[src/rtl/eye_mask_pkg.sv]
// Package: shared types and sizes for the eye mask classifier.
// Assumes exactly two timing points (early = index 0, late = index 1).
package eye_mask_pkg;
    localparam int NUM_PTS = 2;
    localparam int PT_EARLY = 0;
    localparam int PT_LATE  = 1;

    typedef enum logic [1:0] {
        SEV_NONE   = 2'd0,
        SEV_LIGHT  = 2'd1,
        SEV_SEVERE = 2'd2
    } severity_e;
endpackage

[src/rtl/eye_point_check.sv]
// Module: eye_point_check
// Decides whether one timing point lies inside the forbidden mask band.
// Assumes the comparator bits were latched upstream at the timing point.
// The inconsistent pair (above upper but not above lower) is not a violation.
module eye_point_check (
    input  logic above_hi,
    input  logic above_lo,
    input  logic enable,
    output logic violate
);
    // Purpose: level between thresholds on an enabled point.
    always_comb begin
        violate = enable & above_lo & ~above_hi;
    end
endmodule

[src/rtl/eye_err_counter.sv]
// Module: eye_err_counter
// Saturating violation counter with a synchronous clear.
// Assumes inc is already qualified by the bit-period strobe.
module eye_err_counter #(
    parameter int CNT_W = 16
) (
    input  logic             clk,
    input  logic             rst_n,
    input  logic             inc,
    input  logic             clr,
    output logic [CNT_W-1:0] count
);
    localparam logic [CNT_W-1:0] FULL = {CNT_W{1'b1}};

    // Purpose: clear first, otherwise count up until full scale.
    always_ff @(posedge clk) begin
        if (!rst_n) begin
            count <= '0;
        end else if (clr) begin
            count <= '0;
        end else if (inc && count != FULL) begin
            count <= count + 1'b1;
        end
    end

    p_clear_r8: assert property (@(posedge clk) disable iff (!rst_n)
        clr |=> count == '0);
    p_saturate_r7: assert property (@(posedge clk) disable iff (!rst_n)
        (count == FULL && !clr) |=> count == FULL);
    p_step_r6: assert property (@(posedge clk) disable iff (!rst_n)
        !clr |=> (count == $past(count) || count == $past(count) + 1'b1));
    p_hold_r6: assert property (@(posedge clk) disable iff (!rst_n)
        (!clr && !inc) |=> $stable(count));
endmodule

[src/rtl/eye_grade.sv]
// Module: eye_grade
// Grades a bit period by the number of violating points and registers the
// one-hot indicator pulses and the centre data bit.
// Assumes viol[] comes from eye_point_check with enables already applied.
module eye_grade
    import eye_mask_pkg::*;
(
    input  logic               clk,
    input  logic               rst_n,
    input  logic               valid,
    input  logic [NUM_PTS-1:0] viol,
    input  logic               center,
    output logic               up,
    output logic               down,
    output logic               bad,
    output logic               data
);
    severity_e sev;

    // Purpose: map the violation count to a severity level.
    always_comb begin
        case ($countones(viol))
            0:       sev = SEV_NONE;
            1:       sev = SEV_LIGHT;
            default: sev = SEV_SEVERE;
        endcase
    end

    // Purpose: emit a single pulse per valid bit period.
    always_ff @(posedge clk) begin
        if (!rst_n) begin
            up   <= 1'b0;
            down <= 1'b0;
            bad  <= 1'b0;
        end else begin
            up   <= valid && (sev == SEV_NONE);
            down <= valid && (sev == SEV_LIGHT);
            bad  <= valid && (sev == SEV_SEVERE);
        end
    end

    // Purpose: capture the recovered data bit on valid periods.
    always_ff @(posedge clk) begin
        if (!rst_n) begin
            data <= 1'b0;
        end else if (valid) begin
            data <= center;
        end
    end

    p_one_pulse_r5: assert property (@(posedge clk) disable iff (!rst_n)
        valid |=> $countones({up, down, bad}) == 1);
    p_no_pulse_r5: assert property (@(posedge clk) disable iff (!rst_n)
        !valid |=> !(up || down || bad));
    p_data_r10: assert property (@(posedge clk) disable iff (!rst_n)
        valid |=> data == $past(center));
    p_data_hold_r10: assert property (@(posedge clk) disable iff (!rst_n)
        !valid |=> $stable(data));
endmodule

[src/rtl/eye_mask_classifier.sv]
// Module: eye_mask_classifier (top)
// Checks the early and late samples against a rectangular mask, grades each
// bit period as UP / DOWN / BAD, and counts early and late violations apart.
// Assumes all inputs are synchronous to clk and held for one cycle per period.
module eye_mask_classifier
    import eye_mask_pkg::*;
#(
    parameter int CNT_W = 16
) (
    input  logic             clk,
    input  logic             rst_n,
    input  logic             smp_valid,
    input  logic             early_above_hi,
    input  logic             early_above_lo,
    input  logic             late_above_hi,
    input  logic             late_above_lo,
    input  logic             center_bit,
    input  logic [1:0]       mask_en,
    input  logic             cnt_clear,
    output logic             ind_up,
    output logic             ind_down,
    output logic             ind_bad,
    output logic             data_out,
    output logic [CNT_W-1:0] early_errs,
    output logic [CNT_W-1:0] late_errs
);
    logic [NUM_PTS-1:0] hi_bits;
    logic [NUM_PTS-1:0] lo_bits;
    logic [NUM_PTS-1:0] viol;
    logic [CNT_W-1:0]   counts [NUM_PTS];

    // Purpose: gather per-point comparator decisions into vectors.
    always_comb begin
        hi_bits[PT_EARLY] = early_above_hi;
        hi_bits[PT_LATE]  = late_above_hi;
        lo_bits[PT_EARLY] = early_above_lo;
        lo_bits[PT_LATE]  = late_above_lo;
    end

    for (genvar p = 0; p < NUM_PTS; p++) begin : g_pt
        eye_point_check u_chk (
            .above_hi (hi_bits[p]),
            .above_lo (lo_bits[p]),
            .enable   (mask_en[p]),
            .violate  (viol[p])
        );
        eye_err_counter #(.CNT_W(CNT_W)) u_cnt (
            .clk   (clk),
            .rst_n (rst_n),
            .inc   (smp_valid & viol[p]),
            .clr   (cnt_clear),
            .count (counts[p])
        );
    end

    eye_grade u_grade (
        .clk    (clk),
        .rst_n  (rst_n),
        .valid  (smp_valid),
        .viol   (viol),
        .center (center_bit),
        .up     (ind_up),
        .down   (ind_down),
        .bad    (ind_bad),
        .data   (data_out)
    );

    // Purpose: expose the per-point counters on named ports.
    always_comb begin
        early_errs = counts[PT_EARLY];
        late_errs  = counts[PT_LATE];
    end

    p_severe_r4: assert property (@(posedge clk) disable iff (!rst_n)
        (smp_valid && mask_en == 2'b11 && early_above_lo && !early_above_hi
         && late_above_lo && !late_above_hi) |=> ind_bad);
    p_masked_r9: assert property (@(posedge clk) disable iff (!rst_n)
        (smp_valid && !cnt_clear && !mask_en[0]) |=> $stable(early_errs));
    p_no_viol_r1: assert property (@(posedge clk) disable iff (!rst_n)
        (smp_valid && (early_above_hi || !early_above_lo)
         && (late_above_hi || !late_above_lo)) |=> ind_up);
    p_reset_r11: assert property (@(posedge clk)
        !rst_n |=> (!ind_up && !ind_down && !ind_bad && !data_out
                    && early_errs == '0 && late_errs == '0));
endmodule

[config.mk]
export PLATFORM = sky130hd
export DESIGN_NAME = eye_mask_classifier
export DESIGN_NICKNAME = d
export VERILOG_FILES = /design/src/rtl/eye_mask_pkg.sv /design/src/rtl/eye_point_check.sv /design/src/rtl/eye_err_counter.sv /design/src/rtl/eye_grade.sv /design/src/rtl/eye_mask_classifier.sv
export SDC_FILE = /design/constraint.sdc
export NUM_CORES = 1
export LEC_CHECK = 0
export BUFFER_PORTS_ARGS = -buffer_cell sky130_fd_sc_hd__buf_2
export CAP_MARGIN = 0
export CORE_MARGIN = 10
export CORE_UTILIZATION = 33
export DETAILED_ROUTE_END_ITERATION = 8
export SKIP_LAST_GASP = 1
export SLEW_MARGIN = 10
export SYNTH_ARGS = -nofsm -noshare
export SYNTH_HDL_FRONTEND = slang
export SYNTH_HIERARCHICAL = 1
export SYNTH_SLANG_ARGS = --single-unit
[constraint.sdc]
create_clock -name clk -period 2.1 [get_ports clk]
set_input_delay 0 -clock clk [delete_from_list [all_inputs] [get_ports clk]]
set_output_delay 0 -clock clk [all_outputs]
set_load 0.05 [all_outputs]
Word-level counts from Yosys, hierarchy flattened

Index checks and enable logic that the tools add are counted.

Flip-flop bits (word level): 36
Input bits: 11
Logic and storage cells: 32
Output and inout port bits: 36

Muxes and demuxes: 1
Add/subtract/negate cells: 3
Bitwise logic cells: 9
Equality and inequality tests: 5
Reductions and logical operators: 8

Operator list:

| operator                                       | count |
|---|---|
| adder 16 x 1 -> 16 bit, second input constant  | 2 |
| == test 32 x 1 -> 1 bit, second input constant | 1 |
| logical NOT 32 bit                             | 1 |
| inequality test 16 bit, second input constant  | 2 |
| AND 1 bit                                      | 6 |
| logical AND 1 bit                              | 5 |
| one-hot mux 2 bit (2 select lines)             | 1 |
| inverter 1 bit                                 | 3 |
| adder 1 x 1 -> 2 bit                           | 1 |
| == test 2 x 1 -> 1 bit, second input constant  | 1 |
| == test 2 bit, second input constant           | 1 |
| logical NOT 2 bit                              | 1 |
| OR reduction 2 bit                             | 1 |

Longest topological paths before layout

Gate-level depths: netlist of the first run.

Depth after elaboration: 7
Gate-level depth with buffers: 6
Depth with buffers taken out: 6

Modules after synthesis

Netlist of the first run, hierarchy kept.

By module, submodules not included:

| module              | cells an instance | seq. area each (sq um) | times used | area each (sq um) |
|---|---|---|---|---|
| eye_err_counter     | 91                | 320.3                  | 2          | 864.6 |
| eye_grade           | 13                | 80.1                   | 1          | 151.4 |
| eye_point_check     | 1                 | 0.0                    | 2          | 8.8 |
| eye_mask_classifier | 2                 | 0.0                    | 1          | 12.5 |

Worst setup path after synthesis of the first run

No wires, ideal clock.

Kind: reg2reg
Start point: reg g_pt[0].u_cnt.count[0]
End point: reg g_pt[0].u_cnt.count[14]
Cell stages (with the launch flop): 6
Setup slack: 0.197 ns
Setup time: 0.115 ns
Clock period less this slack: 1.903 ns
Path buffers: 0
Arrival: 1.788 ns
Required time: 1.985 ns
Cells stage by stage: dfxtp_1 ha_1 and4_2 o311ai_2 o31a_1 o21a_1

Longest elaborated chain between the ends: 2
Elaborated cells on any way between the ends: 3
Classes of those cells: add/sub (1); eq/ne (1); reduce/logical (1)

Ends and longest elaborated chain:

| what                                                           | line                  | RTL |
|---|---|---|
| from (decl)                                                    | eye_err_counter.sv:11 | `output logic [CNT_W-1:0] count` |
| from (signal assigned)                                         | eye_err_counter.sv:22 | `count <= count + 1'b1;` |
| branches (longest 2 deep; another with adder 16 x 1 -> 16 bit) | --                    |  |

Parallel ways; which one is timed is not known.
A chain may end at the register's enable or synchronous reset.

Worst setup path after layout of the first run

Start point: reg g_pt[1].u_cnt.count[0]
End point: reg g_pt[1].u_cnt.count[14]

Longest elaborated chain between the ends: 2
Elaborated cells on any way between the ends: 3
Classes of those cells: add/sub (1); eq/ne (1); reduce/logical (1)

Ends and longest elaborated chain:

| what                                                           | line |
|---|---|
| from (decl)                                                    | eye_err_counter.sv:11 |
| from (signal assigned)                                         | eye_err_counter.sv:22 |
| branches (longest 2 deep; another with adder 16 x 1 -> 16 bit) | -- |

Parallel ways; which one is timed is not known.

==> impl_metrics.py, run 1 <==
metrics = {
    "timing": {
        "hold_viol": 0,
        "period_share_pct": 78.3,
        "final.setup_skew_ps": 3.89,
        "max_freq_mhz": 608,
        "fin_crit_ps": 1640,
        "rsz0062_at_grt": "false",
        "finalSetupTns_ps": 0,
        "max-slew-margin-rel_pct": 62.2,
        "setup_violations": 0,
        "tightestPinTransition_ps": 566,
        "final_max_slew_viol_count": 0,
    },
    "die": {
        "pin_count": 47,
        "dieWidth_um": 96.1,
        "start_util_pct": 34.3,
        "fp.dieH_um": 96.1,
        "num_rows": 27,
        "die_area_um2": 9230,
        "core-area_um2": 5570,
    },
    "finish": {
        "drive_gt1_share_pct": 28.7,
        "area_delta_synth_final_pct": 22.4,
        "layout.nets": 268,
        "filler_cell_count": 588,
        "multi_input_area_um2": 1160,
        "diodes": 0,
        "regArea_um2": 721,
    },
    "clock_tree": {
        "cts.sinks": 36,
        "clk_path_buf_depth": 2,
        "cts-root-buf": "clkbuf_8",
        "cts_tree": "yes",
        "post-cts-setup-buffers": 0,
        "h-tree-depth": 2,
        "clkLatencyLatePin_ps": 290,
        "cts_resized": 0,
        "clk_pin_slew_ps": 70,
        "cts_made_buffers": 5,
    },
    "hold_path": {
        "hold_path_depth": 2,
        "hold_end": "u_grade/data$_SDFFE_PN0P_",
        "hp-class": "in -> reg",
        "hp-start": "rst_n",
    },
    "synthesis": {
        "ys.flop_type": "dfxtp_1",
        "ys_ff_latch": 36,
        "synthTopCellsByArea": "dfxtp_1 (38%), nand4_4 (4.5%), nor2_1 (3.9%)",
        "synth.top_cells.by_count": "dfxtp_1 (36), nor2_1 (20), nand2_1 (10)",
        "ys_types": 40,
        "synth-warning-count": 6,
        "syn_area_per_cell_um2": 9.60,
        "synth_nets": 214,
        "yosys.area.top_type": "dfxtp_1",
        "ys_seq_area_share_pct": 37.7,
        "netlist_area_um2": 1910,
        "synth_most_common_cell": "dfxtp_1",
        "synth_edf_count": 0,
        "synthCells": 199,
        "netlist.area_leader.share_pct": 37.7,
        "async_reset_ff_share_pct": 0,
    },
    "global_route": {
        "grt-ovfl-total": 0,
        "antenna_found_initial": 0,
        "grt_max_degree": 12,
        "grt_first_pass_wirelength_mm": 8.15,
        "grt_pass1_vias": 1701,
        "track_usage_pct": 11.0,
    },
    "setup_path": {
        "r2r_end": "g_pt[1].u_cnt/count[14]$_SDFFE_PP0P_",
        "critPathCaptureType": "flop",
        "arrival_ps": 1830,
        "crit_type": "reg -> reg",
        "rrSetupSlack_ps": 460,
        "worstSetupStartpoint": "g_pt[1].u_cnt/count[0]$_SDFFE_PP0P_",
        "reg2reg_depth": 5,
        "critPathRequiredTime_ps": 2290,
        "critPathLaunchType": "flop",
        "cp_max_fo": 6,
        "reg2reg_from": "g_pt[1].u_cnt/count[0]$_SDFFE_PP0P_",
    },
    "route": {
        "vias": 1719,
        "drt_iter0_markers": 61,
        "drc": 0,
        "wl_per_cell_um": 15.0,
        "viasPerCell": 5.27,
        "ant_nets": 0,
        "firstDrtPassIters": 4,
        "wl_mm": 4.88,
    },
    "placed_design": {
        "hpwlAfterDp_mm": 3.73,
        "portBuffers": 46,
        "gp_congestion": 0.748,
    },
    "run": {
        "cap_violations": 0,
    },
    "pwr": {
        "p_total_uw": 1270,
        "vdd_drop_max_v": 0.000373,
        "powerDensity_nw_per_um2": 541,
        "p_leak_uw": 0.000990,
    },
    "run_status": {
        "status": "completed",
    },
}
[worst max-delay path, cell delays in order (launching register included)]
cell	delay, ps
dfxtp_1	390
ha_1	200
and4_2	310
o311ai_2	150
o31a_1	310
o21a_1	190
[sequential cells by signal, summed over array words and instances (netlist names)]
signal	flops
u_grade/bad	1
u_grade/down	1
u_grade/data	1
g_pt.u_cnt/count	32
u_grade/up	1
[per-stage QoR]
step	area [um^2]	hold WS [ps]	cells	setup WS, ps	utilization [%]
finish	2340	12.7	326	456	42.0
global route	2340	18.5	326	330	42.0
CTS	2340	4.25	326	462	42.0
detailed placement	2240	277	317	444	40.2
global placement	2240	262	317	452	40.2
floorplan	1910	128	199	197	-
[what timing repair did]
action,CTS,global route
setup endpoints to repair,0,0
hold buffers,1,0
hold endpoints to repair,1,0
[per-layer routing]
metal / share of wire [%] / global-route usage [%] / wire, um / vias up
met3: 7.1 / 3.97 / 348 / 5
met4: 1.8 / 5.16 / 90 / 0
met5: 0 / 0 / 0 / -
met2: 46 / 16.7 / 2240 / 36
li1: - / - / - / 878
met1: 45 / 13.5 / 2200 / 800
[where the power goes]
group / leakage, uW / total, uW / internal, uW / switching [uW]
registers: 0.000290 / 687 / 686 / 1.59
clock network: 0.0000455 / 519 / 268 / 252
logic: 0.000654 / 58.3 / 20.8 / 37.6
total: 0.000990 / 1270 / 974 / 291
[cell families after synthesis]
| kind of cell | share of synthesized area (%) |
|---|---|
| compound gates | 19.4 |
| mux | 1.57 |
| flops | 37.7 |
| buf+inv | 1.57 |
| xor+xnor | 3.67 |
| fa+ha+maj | 2.62 |
| simple gates | 33.5 |
[layout by cell type (no fill, tap or decap), types with 6 or more instances in the layout]
cell       n
a21oi_1    8
and2_1     8
buf_2     46
clkbuf_8   6
dfxtp_1   36
inv_1      6
nand2_1   10
nand3_1    8
nor2_1    20
nor4_1     6
o21ai_0    8
xor2_1     6
[worst max path at each step]
stage | to | cells after the start
after global routing | g_pt[1].u_cnt/count[15]$_SDFFE_PP0P_ | 4
after floorplan | g_pt[0].u_cnt/count[14]$_SDFFE_PP0P_ | 5
after detailed placement | g_pt[0].u_cnt/count[9]$_SDFFE_PP0P_ | 7
after global placement | g_pt[0].u_cnt/count[13]$_SDFFE_PP0P_ | 7
final | g_pt[1].u_cnt/count[14]$_SDFFE_PP0P_ | 5
after CTS | g_pt[1].u_cnt/count[14]$_SDFFE_PP0P_ | 5
[final cells by class]
cell class / instances / area share [%]
clock buffer: 8 / 3.85
sequential: 36 / 30.8
tap: 72 / 3.85
inverter: 6 / 0.963
multi-input combinational: 155 / 49.6
timing repair buffer: 49 / 10.9
(Power assumes the default switching activity.)
==> run 2: changes to the inputs <==
Clock period 2.1 ns to 1.4 ns, I/O delays scaled along.
==> run 2 against run 1 <==
Compared with the run above: the flow now finishes with violations (setup timing); setup slack worse by 550 ps; non-clock buffer count rose by 72; sequential share of layout area decreased by 4.6 points; first-iteration DRC count fell by 43%; clock skew is 5.3 ps higher; register-to-register slack got worse by 550 ps; routed wire length is 21% higher; critical path depth stayed put; design area increased by 37%; critical endpoint is now g_pt[0].u_cnt/count[13]$_SDFFE_PP0P_.
==> impl_metrics.py, run 2 (synthesized netlist as in run 1, its figures left out) <==
metrics = {
    "run_status": {
        "status": "complete, but fails checks",
        "failed_checks": "setup timing",
    },
    "finish": {
        "area_delta_synth_final_pct": 67.6,
        "layout.nets": 341,
        "layout_common_cells": "buf_4 (70), buf_2 (46), dfxtp_4 (32)",
        "top_register": "g_pt.u_cnt/count",
        "diodes": 0,
        "fin_cells": 399,
        "final_common_cell": "buf_4",
        "post-route-util_pct": 57.4,
        "largest_reg_flops": 32,
        "drive_gt1_share_pct": 61.2,
        "fin_area_um2": 3200,
    },
    "setup_path": {
        "slowest_delay_ps": 450,
        "slowest_stage": "or4_4",
        "cp_max_fo": 7,
        "critPathCaptureType": "flop",
        "critPathLaunchType": "flop",
        "crit_type": "reg -> reg",
        "arrival_ps": 1710,
        "cp_cell_sequence": "buf_6 > and4_4 > nand3_4 > or4_4 > a21oi_2",
        "critPathRequiredTime_ps": 1610,
        "crit_family": "simple AND/OR/NAND/NOR gates",
        "crit_buf_inv": 1,
    },
    "route": {
        "wl_mm": 5.90,
        "drc": 0,
        "drt_iter0_markers": 35,
        "ant_nets": 0,
        "viasPerCell": 5.18,
        "vias": 2066,
        "wl_per_cell_um": 14.8,
        "firstDrtPassIters": 4,
    },
    "clock_tree": {
        "cts-root-buf": "clkbuf_8",
        "cts.sinks": 36,
        "cts_made_buffers": 5,
        "clk_path_buf_depth": 2,
        "clk_pin_slew_ps": 70,
        "clkLatencyLatePin_ps": 290,
        "h-tree-depth": 2,
        "cts_tree": "yes",
    },
    "die": {
        "fp.dieH_um": 96.1,
        "start_util_pct": 34.3,
        "num_rows": 27,
        "pin_count": 47,
        "core-area_um2": 5570,
        "dieWidth_um": 96.1,
        "die_area_um2": 9230,
    },
    "timing": {
        "tightestPinTransition_ps": 514,
        "max-slew-margin-rel_pct": 65.7,
        "setup_violations": 10,
        "final_max_slew_viol_count": 0,
        "hold_viol": 0,
        "finalSetupTns_ps": -430,
        "final.setup_skew_ps": 9.16,
        "rsz0062_at_grt": "true",
        "fin_ws_ps": -97.5,
        "period_share_pct": 107,
        "max_freq_mhz": 668,
        "fin_crit_ps": 1500,
    },
    "global_route": {
        "grt_first_pass_wirelength_mm": 8.82,
        "grt-ovfl-total": 0,
        "track_usage_pct": 11.8,
        "grt_pass1_vias": 1945,
        "antenna_found_initial": 0,
        "grt_max_degree": 12,
    },
    "pwr": {
        "vdd_drop_max_v": 0.000342,
        "p_leak_uw": 0.00143,
        "powerDensity_nw_per_um2": 561,
        "p_total_uw": 1800,
    },
    "placed_design": {
        "dp.cells": 359,
        "hpwlAfterDp_mm": 4.18,
        "place_area_um2": 2730,
        "gp_congestion": 0.818,
        "portBuffers": 46,
    },
    "run": {
        "cap_violations": 0,
    },
    "hold_path": {
        "hp-class": "in -> reg",
    },
}
-- run 2: changes by cell type in the layout (fill, tap and decap cells not counted), moves of 4 or more --
| cell | before | now |
|---|---|---|
| dfxtp_4 | 0 | 32 |
| and4_2 | 4 | 0 |
| nor4_1 | 6 | 2 |
| buf_4 | 2 | 70 |
| o311ai_0 | 4 | 0 |
| dfxtp_1 | 36 | 4 |
| buf_6 | 0 | 4 |
| and4_4 | 0 | 6 |
-- run 2: final timing paths --
| kind | slack (ps) | to | cells after the start | from |
|---|---|---|---|---|
| setup / recovery | -100 | g_pt[0].u_cnt/count[13]$_SDFFE_PP0P_ | 5 | g_pt[0].u_cnt/count[0]$_SDFFE_PP0P_ |
| hold / removal | 20 | u_grade/data$_SDFFE_PN0P_ | 2 | rst_n |
| setup reg to reg | -100 | g_pt[0].u_cnt/count[13]$_SDFFE_PP0P_ | 5 | g_pt[0].u_cnt/count[0]$_SDFFE_PP0P_ |
| hold reg to reg | 520 | g_pt[1].u_cnt/count[5]$_SDFFE_PP0P_ | 2 | g_pt[1].u_cnt/count[5]$_SDFFE_PP0P_ |
-- run 2: per-layer routing --
metal | GRT usage [%] | part of all wire (%)
met3 | 4.05 | 6.4
met5 | 0 | 0
met4 | 5.28 | 1.6
met1 | 14.0 | 44
met2 | 19.0 | 49
-- run 2: layout make-up --
cell class | instances | area [um^2]
repair buffers | 121 | 811
well taps | 72 | 90.1
fillers | 503 | 2370
clock buffers | 7 | 76.3
clock inverters | 1 | 5.00
flip-flops and latches | 36 | 841
inverters | 6 | 22.5
multi-input cells | 156 | 1360
-- run 2: repair_timing --
action | 4_1_cts | 5_1_grt
setup buffers | 7 | 23
gates resized for setup | 10 | 23
setup endpoints to repair | 14 | 26
hold endpoints to repair | 1 | 0
hold buffers | 1 | 0
pin swaps | 8 | 24
cloned | 0 | 1
-- run 2: per-stage QoR --
| stage | hold slack, ps | setup WS (ps) |
|---|---|---|
| finish | 24.0 | -97.5 |
| global placement | 261 | -90.1 |
| detailed placement | 281 | -131 |
| floorplan | 128 | -80.9 |
| global route | 20.6 | -151 |
| CTS | 15.8 | -55.8 |
-- run 2: power by group --
group / internal [uW] / leakage [uW] / switching, uW
combinational: 45.2 / 0.00107 / 62.2
clock: 350 / 0.0000422 / 370
sequential: 967 / 0.000316 / 2.59
total: 1360 / 0.00143 / 434
